--- src/rtl/bus_xcvr_pkg.sv ---
package bus_xcvr_pkg;
    typedef enum logic [1:0] {
        MODE_HOLD  = 2'd0,
        MODE_PASS  = 2'd1,
        MODE_CLEAR = 2'd2
    } latch_mode_e;
endpackage

--- src/rtl/xcvr_lane.sv ---
module xcvr_lane
    import bus_xcvr_pkg::*;
#(
    parameter int LANE_W = 8
) (
    input  logic              clk,
    input  logic              rst,
    input  logic [LANE_W-1:0] din,
    input  logic              ce_n,
    input  logic              le_n,
    input  logic              oe_n,
    output logic [LANE_W-1:0] dout,
    output logic              drive,
    output logic              open_o
);
    typedef struct packed {
        logic [LANE_W-1:0] store;
    } lane_state_t;

    lane_state_t st_d, st_q;
    latch_mode_e mode;
    logic        open_c;

    always_comb begin
        open_c = !ce_n && !le_n;
        if (rst)         mode = MODE_CLEAR;
        else if (open_c) mode = MODE_PASS;
        else             mode = MODE_HOLD;
        st_d = st_q;
        unique case (mode)
            MODE_CLEAR: st_d.store = '0;
            MODE_PASS:  st_d.store = din;
            default:    st_d = st_q;
        endcase
    end

    always_ff @(posedge clk) begin
        st_q <= st_d;
    end

    assign dout   = open_c ? din : st_q.store;
    assign drive  = !ce_n && !oe_n;
    assign open_o = open_c;

    // an open latch captures its input at the edge
    assert_capture_R3: assert property (@(posedge clk) disable iff (rst)
        (!ce_n && !le_n) |=> (st_q.store == $past(din)));
    // a closed latch keeps its contents
    assert_hold_R4: assert property (@(posedge clk) disable iff (rst)
        (!ce_n && le_n) |=> $stable(st_q.store));
    // chip enable high freezes the latch regardless of latch enable
    assert_ce_freeze_R5: assert property (@(posedge clk) disable iff (rst)
        ce_n |=> $stable(st_q.store));
    // reset clears the latch
    assert_clear_R7: assert property (@(posedge clk)
        rst |=> (st_q.store == '0));
endmodule

--- src/rtl/xcvr_section.sv ---
module xcvr_section #(
    parameter int SEC_W = 8
) (
    input  logic             clk,
    input  logic             rst,
    input  logic [SEC_W-1:0] a_in,
    input  logic [SEC_W-1:0] b_in,
    input  logic             ab_ce_n,
    input  logic             ab_le_n,
    input  logic             ab_oe_n,
    input  logic             ba_ce_n,
    input  logic             ba_le_n,
    input  logic             ba_oe_n,
    output logic [SEC_W-1:0] b_out,
    output logic             b_drive,
    output logic [SEC_W-1:0] a_out,
    output logic             a_drive,
    output logic             loop_flag
);
    logic ab_open, ba_open;

    xcvr_lane #(.LANE_W(SEC_W)) u_ab (
        .clk(clk), .rst(rst), .din(a_in),
        .ce_n(ab_ce_n), .le_n(ab_le_n), .oe_n(ab_oe_n),
        .dout(b_out), .drive(b_drive), .open_o(ab_open)
    );

    xcvr_lane #(.LANE_W(SEC_W)) u_ba (
        .clk(clk), .rst(rst), .din(b_in),
        .ce_n(ba_ce_n), .le_n(ba_le_n), .oe_n(ba_oe_n),
        .dout(a_out), .drive(a_drive), .open_o(ba_open)
    );

    assign loop_flag = ab_open && ba_open && b_drive && a_drive;

    // a raised loop flag implies both sides are being driven
    assert_loop_drive_R8: assert property (@(posedge clk) disable iff (rst)
        loop_flag |-> (a_drive && b_drive));
    // an open and driven A-to-B lane passes A straight to B
    assert_pass_ab_R3: assert property (@(posedge clk) disable iff (rst)
        (ab_open && b_drive) |-> (b_out == a_in));
    // same for the B-to-A lane
    assert_pass_ba_R6: assert property (@(posedge clk) disable iff (rst)
        (ba_open && a_drive) |-> (a_out == b_in));
endmodule

--- src/rtl/bus_xcvr.sv ---
module bus_xcvr #(
    parameter int SECTIONS = 2,
    parameter int SEC_W    = 8,
    localparam int BUS_W   = SECTIONS * SEC_W
) (
    input  logic                clk,
    input  logic                rst,
    input  logic [BUS_W-1:0]    a_in,
    input  logic [BUS_W-1:0]    b_in,
    input  logic [SECTIONS-1:0] ab_ce_n,
    input  logic [SECTIONS-1:0] ab_le_n,
    input  logic [SECTIONS-1:0] ab_oe_n,
    input  logic [SECTIONS-1:0] ba_ce_n,
    input  logic [SECTIONS-1:0] ba_le_n,
    input  logic [SECTIONS-1:0] ba_oe_n,
    output logic [BUS_W-1:0]    b_out,
    output logic [SECTIONS-1:0] b_drive,
    output logic [BUS_W-1:0]    a_out,
    output logic [SECTIONS-1:0] a_drive,
    output logic [SECTIONS-1:0] loop_flag
);
    for (genvar s = 0; s < SECTIONS; s++) begin : g_sec
        xcvr_section #(.SEC_W(SEC_W)) u_sec (
            .clk(clk), .rst(rst),
            .a_in(a_in[s*SEC_W +: SEC_W]),
            .b_in(b_in[s*SEC_W +: SEC_W]),
            .ab_ce_n(ab_ce_n[s]), .ab_le_n(ab_le_n[s]), .ab_oe_n(ab_oe_n[s]),
            .ba_ce_n(ba_ce_n[s]), .ba_le_n(ba_le_n[s]), .ba_oe_n(ba_oe_n[s]),
            .b_out(b_out[s*SEC_W +: SEC_W]), .b_drive(b_drive[s]),
            .a_out(a_out[s*SEC_W +: SEC_W]), .a_drive(a_drive[s]),
            .loop_flag(loop_flag[s])
        );

        // output drive on either side follows its own section's enables only
        assert_b_hiz_R2: assert property (@(posedge clk) disable iff (rst)
            (ab_ce_n[s] || ab_oe_n[s]) |-> !b_drive[s]);
        assert_a_hiz_R2: assert property (@(posedge clk) disable iff (rst)
            (ba_ce_n[s] || ba_oe_n[s]) |-> !a_drive[s]);
    end
endmodule

--- config.mk ---
export PLATFORM = sky130hd
export DESIGN_NAME = bus_xcvr
export DESIGN_NICKNAME = d
export VERILOG_FILES = /design/src/rtl/bus_xcvr_pkg.sv /design/src/rtl/xcvr_lane.sv /design/src/rtl/xcvr_section.sv /design/src/rtl/bus_xcvr.sv
export SDC_FILE = /design/constraint.sdc
export NUM_CORES = 1
export LEC_CHECK = 0
export BUFFER_PORTS_ARGS = -buffer_cell sky130_fd_sc_hd__buf_2
export CAP_MARGIN = 20
export CORE_MARGIN = 2
export CORE_UTILIZATION = 45
export CTS_BUF_LIST = sky130_fd_sc_hd__clkbuf_2
export DETAILED_ROUTE_END_ITERATION = 10
export GPL_TIMING_DRIVEN = 0
export MAX_ROUTING_LAYER = met4
export PLACE_DENSITY_LB_ADDON = 0.2
export SLEW_MARGIN = 20
export SYNTH_ARGS = -nofsm -noshare
export SYNTH_HDL_FRONTEND = slang
export SYNTH_HIERARCHICAL = 1
export SYNTH_SLANG_ARGS = --single-unit
--- constraint.sdc ---
create_clock -name clk -period 0.9 [get_ports clk]
set_input_delay 0.09 -clock clk [delete_from_list [all_inputs] [get_ports clk]]
set_output_delay 0.09 -clock clk [all_outputs]
set_load 0.005 [all_outputs]
==> flow_metrics.env, run 1 <==
export IMPL_result_of_the_run="finished with violations"
export IMPL_violations="setup timing"
export IMPL_timing_worst_setup_path_type="register to output pin"
export IMPL_die_h_um=64.8
export IMPL_die_area_um2=4200
export IMPL_critical_path_max_fanout=1
export IMPL_clk_pin_slew_ns=0.16
export IMPL_n_antenna_cell=0
export IMPL_routed_wire_length_um=4080
export IMPL_synth_seq_area_share_pct=57.7
export IMPL_pin_count=84
export IMPL_final_period_utilization_pct=143
export IMPL_hp_class="input port to register"
export IMPL_fmaxAchievable_mhz=775
export IMPL_groute_usage_overall_pct=19.9
export IMPL_grt_overflow=0
export IMPL_floorplan_rows=22
export IMPL_wl_per_cell_um=14.1
export IMPL_post_route_drc_count=0
export IMPL_cpPeakStageDelay_ns=0.43
export IMPL_detailedPlace_worstSlack_ns=-0.183
export IMPL_worstHoldPathCells=2
export IMPL_worst_ir_drop_vdd_mv=0.794
export IMPL_first_iter_violations=35
export IMPL_worstHoldStart="b_in[10]"
export IMPL_synthesis_area_um2=1660
export IMPL_cts_tree="yes"
export IMPL_ys_ff_latch=32
export IMPL_setup_viol=32
export IMPL_intPower_mw=2.49
export IMPL_cp_data_required_time_ns=0.81
export IMPL_final_hold_violation_count=0
export IMPL_ys_warnings_count=6
export IMPL_crit_path_capture_type="output pin"
export IMPL_synth_area_leader_cell="edfxtp_1"
export IMPL_layout_area_seq_um2=961
export IMPL_post_route_cells_drive_above_1_share_pct=58.7
export IMPL_antenna_found_initial=0
export IMPL_critical_path_n_buffers_inverters=1
export IMPL_timing_critical_path_cells="mux2_4 -> buf_6"
export IMPL_setup_slack_ns=-0.391
export IMPL_cpMaxStageDelayCell="edfxtp_1"
export IMPL_crit_arrival_ns=1.20
export IMPL_hold_path_endpoint="g_sec[1].u_sec/u_ba/st_q[2]"
export IMPL_postLayoutCoreUtil_pct=74.7
export IMPL_pre_antenna_drt_iters=6
export IMPL_portBuffers=83
export IMPL_synthArstFlopShare_pct=0
export IMPL_chipWidth_um=64.8
export IMPL_synth_ff_type="edfxtp_1"
export IMPL_clock_tree_root_cell="clkbuf_2"
export IMPL_share_of_total_power_consumed_by_net_switching_pct=24.6
export IMPL_relSlewSlack_pct=71.3
export IMPL_synth_fp_nets=160
export IMPL_placement_cell_area_um2=2140
export IMPL_tns_ns=-10.72
export IMPL_grt_start_max_net_pins=11
export IMPL_instance_count_of_the_mapped_netlist=114
export IMPL_worst_setup_path_start_kind="register"
export IMPL_via_cell_ratio=4.82
export IMPL_num_fill_cells=261
export IMPL_timing_max_cap_violations=0
export IMPL_design_final_nets=288
export IMPL_sinks_on_the_clock_net=32
export IMPL_synthDominantCellAreaShare_pct=57.7
export IMPL_total_cts_buffers=5
export IMPL_grt_setup_unrepaired="true"
export IMPL_net_switching_power_figure_mw=0.809
export IMPL_synth_area_leaders="edfxtp_1, mux2_2, and2_1"
export IMPL_layout_min_cycle_time_ns=1.29
export IMPL_ant_nets=0
export IMPL_design_power_total_mw=3.30
export IMPL_cts_root_to_sink_buffers=2
export IMPL_pwr_share_seq_pct=54.6
export IMPL_starting_density_of_the_core_pct=46.1
export IMPL_tightestPinTransition_ns=0.428
export IMPL_syn_area_per_cell_um2=14.6
export IMPL_routed_via_count=1398
export IMPL_cts_htree_levels=2
export IMPL_path_delay_family="flip-flops"
export IMPL_multi_input_area_um2=771
export IMPL_power_density_nw_per_um2=1220
export IMPL_dp_hpwl_um=2500
export IMPL_commonest_cells_post_synth="and2_1, edfxtp_1, mux2_2"
export IMPL_combinationalPowerShare_pct=25.9
export IMPL_finalInstanceArea_um2=2690
export IMPL_grt_pass1_vias=1393
export IMPL_gp_routability_congestion=0.683
export IMPL_core_area_um2=3610
export IMPL_leakagePower_nw=1.20
export IMPL_grt_pass1_wl_um=6130
export IMPL_final_max_slew_viol_count=0
export IMPL_post_synth_edffs=32
export IMPL_p_clk_share_pct=19.6
export IMPL_netlist_cell_type_count=8
export IMPL_area_growth_pct=61.8
[per-stage QoR]
| stage | std cells | hold WS [ns] |
|---|---|---|
| finish | 290 | 0.0288 |
| global route | 290 | 0.00503 |
| CTS | 278 | 0.000540 |
| detailed placement | 245 | 0.385 |
| global placement | 245 | 0.381 |
| floorplan | 114 | 0.212 |
[kinds of logic (layout without fill, tap and decap cells)]
| family | after synthesis | after routing | synth area share (%) |
|---|---|---|---|
| simple gates | 50 | 52 | 20.6 |
| mux | 32 | 32 | 21.7 |
| buf+inv | 0 | 126 | 0 |
| flops | 32 | 32 | 57.7 |
[cell usage in the layout, fill, tap and decap left out, types with 2 or more instances in the layout]
| cell | n |
|---|---|
| clkbuf_2 | 6 |
| mux2_2 | 20 |
| buf_4 | 3 |
| or2_2 | 4 |
| dlygate4sd3_1 | 30 |
| mux2_4 | 12 |
| edfxtp_1 | 32 |
| and4_1 | 2 |
| nor2_1 | 4 |
| nor2_4 | 6 |
| buf_2 | 70 |
| buf_6 | 14 |
| and2_1 | 32 |
| nor3_2 | 4 |
[layout make-up]
class | instances | area share [%]
clock buffer | 6 | 1.12
timing repair buffer | 119 | 32.2
clock inverter | 1 | 0.186
tap | 48 | 2.23
sequential | 32 | 35.7
multi-input combinational | 84 | 28.6
[what timing repair did]
item	in CTS	in global routing
resized for setup	1	32
hold buffers	25	5
setup buffers	0	6
setup endpoints to repair	34	34
hold endpoints to repair	25	5
pin swaps	2	3
gates cloned	1	1
[worst max path at each step]
stage                                start                          end  slack, ns  cells after the start
2_1_floorplan                   ab_ce_n[0]  g_sec[0].u_sec/u_ab/st_q[0]       0.08                      2
3_5_place_dp                    ab_ce_n[0]  g_sec[0].u_sec/u_ab/st_q[2]      -0.18                      3
3_3_place_gp                    ba_ce_n[0]  g_sec[0].u_sec/u_ba/st_q[7]      -0.17                      3
4_1_cts        g_sec[0].u_sec/u_ab/st_q[1]                     b_out[1]      -0.38                      2
5_1_grt        g_sec[0].u_sec/u_ba/st_q[3]                     a_out[3]      -0.45                      2
6_report       g_sec[0].u_sec/u_ba/st_q[3]                     a_out[3]      -0.39                      2
[power by group through the flow]
stage | registers (mW) | logic [mW] | clock network (mW)
after global placement | 1.82 | 0.575 | 0
after detailed placement | 1.83 | 0.587 | 0
after CTS | 1.80 | 0.680 | 0.672
final | 1.80 | 0.852 | 0.645
after global routing | 1.81 | 0.917 | 0.740
after floorplan | 1.82 | 0.285 | 0
[state kept, by name, indices dropped and copies added, names as in the netlist]
register               count
g_sec.u_sec/u_ab/st_q     16
g_sec.u_sec/u_ba/st_q     16
[per-layer routing]
metal | global-route usage (%) | share of wire (%) | vias to the layer above
li1 | - | - | 674
met2 | 33.5 | 52 | 55
met3 | 6.25 | 6.6 | 9
met5 | - | 0 | -
met4 | 8.24 | 1.5 | 0
met1 | 21.9 | 40 | 660
No activity file was read; power rests on OpenSTA's default activity.
==> run 2: changes to the inputs <==
==> constraint.sdc (replaced) <==
create_clock -name clk -period 1.5 [get_ports clk]
set_input_delay 0.15 -clock clk [delete_from_list [all_inputs] [get_ports clk]]
set_output_delay 0.15 -clock clk [all_outputs]
set_load 0.005 [all_outputs]
==> flow_metrics.env, run 2 (synthesized netlist as in run 1, its figures left out) <==
export IMPL_groute_usage_overall_pct=17.6
export IMPL_antenna_found_initial=0
export IMPL_tightestPinTransition_ns=0.399
export IMPL_num_fill_cells=301
export IMPL_routed_wire_length_um=3250
export IMPL_total_cts_buffers=5
export IMPL_worst_setup_path_start_kind="register"
export IMPL_leakagePower_nw=0.964
export IMPL_grt_pass1_wl_um=5380
export IMPL_grt_pass1_vias=1252
export IMPL_floorplan_rows=22
export IMPL_post_cts_gate_resize_count=0
export IMPL_area_growth_pct=30.7
export IMPL_fmaxAchievable_mhz=764
export IMPL_first_iter_violations=18
export IMPL_post_route_cells_drive_above_1_share_pct=65.7
export IMPL_wl_per_cell_um=12.9
export IMPL_largest_registers="g_sec.u_sec/u_ab/st_q: 16 flops, g_sec.u_sec/u_ba/st_q: 16 flops"
export IMPL_power_density_nw_per_um2=832
export IMPL_most_common_layout_cells="buf_2, mux2_2, and2_1, edfxtp_1, clkbuf_2"
export IMPL_result_of_the_run="completed"
export IMPL_post_cts_buffers=0
export IMPL_grt_busiest_layer="met2"
export IMPL_worstHoldStart="b_in[0]"
export IMPL_grt_start_max_net_pins=11
export IMPL_hold_path_endpoint="g_sec[0].u_sec/u_ba/st_q[0]"
export IMPL_critical_path_max_fanout=1
export IMPL_crit_arrival_ns=1.16
export IMPL_cts_htree_levels=2
export IMPL_routed_via_count=1244
export IMPL_clock_tree_root_cell="clkbuf_2"
export IMPL_core_area_um2=3610
export IMPL_grt_setup_unrepaired="false"
export IMPL_timing_critical_path_cells="mux2_2 -> buf_2"
export IMPL_pin_count=84
export IMPL_hp_class="input port to register"
export IMPL_post_route_drc_count=0
export IMPL_worstHoldPathCells=2
export IMPL_sinks_on_the_clock_net=32
export IMPL_pre_antenna_drt_iters=4
export IMPL_layout_cells_non_filler=252
export IMPL_timing_worst_setup_path_type="register to output pin"
export IMPL_ant_nets=0
export IMPL_critical_path_n_buffers_inverters=1
export IMPL_via_cell_ratio=4.94
export IMPL_setup_viol=0
export IMPL_relSlewSlack_pct=73.3
export IMPL_die_area_um2=4200
export IMPL_gp_routability_congestion=0.683
export IMPL_final_max_slew_viol_count=0
export IMPL_layout_commonest_cell="buf_2"
export IMPL_multi_input_area_um2=703
export IMPL_grt_use_met2_pct=29.1
export IMPL_worst_ir_drop_vdd_mv=0.392
export IMPL_layout_min_cycle_time_ns=1.31
export IMPL_starting_density_of_the_core_pct=46.1
export IMPL_design_final_nets=250
export IMPL_cpPeakStageDelay_ns=0.41
export IMPL_portBuffers=83
export IMPL_cts_tree="yes"
export IMPL_crit_path_capture_type="output pin"
export IMPL_grt_overflow=0
export IMPL_groute_layer_met1_usage_pct=19.6
export IMPL_cts_root_to_sink_buffers=2
export IMPL_final_period_utilization_pct=87.2
export IMPL_layout_area_seq_um2=961
export IMPL_tns_ns=0
export IMPL_final_hold_violation_count=0
export IMPL_cpMaxStageDelayCell="edfxtp_1"
export IMPL_ctsHoldBuffers=0
export IMPL_placed_cells_incl_taps=245
export IMPL_path_delay_family="flip-flops"
export IMPL_cp_data_required_time_ns=1.35
export IMPL_die_h_um=64.8
export IMPL_timing_max_cap_violations=0
export IMPL_dp_hpwl_um=2500
export IMPL_chipWidth_um=64.8
export IMPL_grtUsageMet3_pct=5.90
export IMPL_clk_pin_slew_ns=0.15
export IMPL_n_antenna_cell=0
==> run 2: changes by cell type in the layout (fill, tap and decap cells not counted), sizes merged <==
cell | previous run | this run
dlygate4sd3 | 30 | 0
buf | 89 | 83
nor2 | 10 | 8
==> run 2: layer usage <==
| layer | vias to the layer above | part of all wire (%) |
|---|---|---|
| met2 | 53 | 48 |
| met4 | 0 | 1.6 |
| li1 | 608 | - |
| met3 | 7 | 8.3 |
| met5 | - | 0 |
| met1 | 576 | 42 |
==> run 2: power breakdown <==
part | internal (mW) | switching [mW]
sequential | 1.06 | 0.0184
clock | 0.111 | 0.270
combinational | 0.198 | 0.153
==> run 2: worst max-delay path by stage <==
stage / startpoint / end / slack, ns / cells past startpoint
after floorplan: ab_ce_n[0] / g_sec[0].u_sec/u_ab/st_q[0] / 0.62 / 2
after global placement: ab_ce_n[0] / b_out[7] / 0.33 / 4
after detailed placement: ab_ce_n[0] / b_out[1] / 0.31 / 4
after CTS: g_sec[0].u_sec/u_ab/st_q[1] / b_out[1] / 0.16 / 2
after global routing: g_sec[0].u_sec/u_ba/st_q[3] / a_out[3] / 0.08 / 2
final: g_sec[0].u_sec/u_ab/st_q[1] / b_out[1] / 0.19 / 2
==> run 2: layout make-up <==
class                   count  share of cell area (%)
clock buffers               6                    1.38
clock inverters             1                   0.230
well taps                  48                    2.76
multi-input cells          82                    32.3
repair buffers             83                    19.1
flip-flops and latches     32                    44.2
==> run 2: metrics by stage <==
step	area, µm²	setup slack (ns)	hold WS, ns	utilization [%]	power [mW]
floorplan	1660	0.621	0.332	-	1.26
detailed placement	2140	0.309	0.445	59.3	1.45
CTS	2170	0.158	0.0396	60.3	1.84
global route	2170	0.0788	0.0147	60.3	1.92
finish	2170	0.192	0.0670	60.3	1.81
global placement	2140	0.327	0.441	59.3	1.44
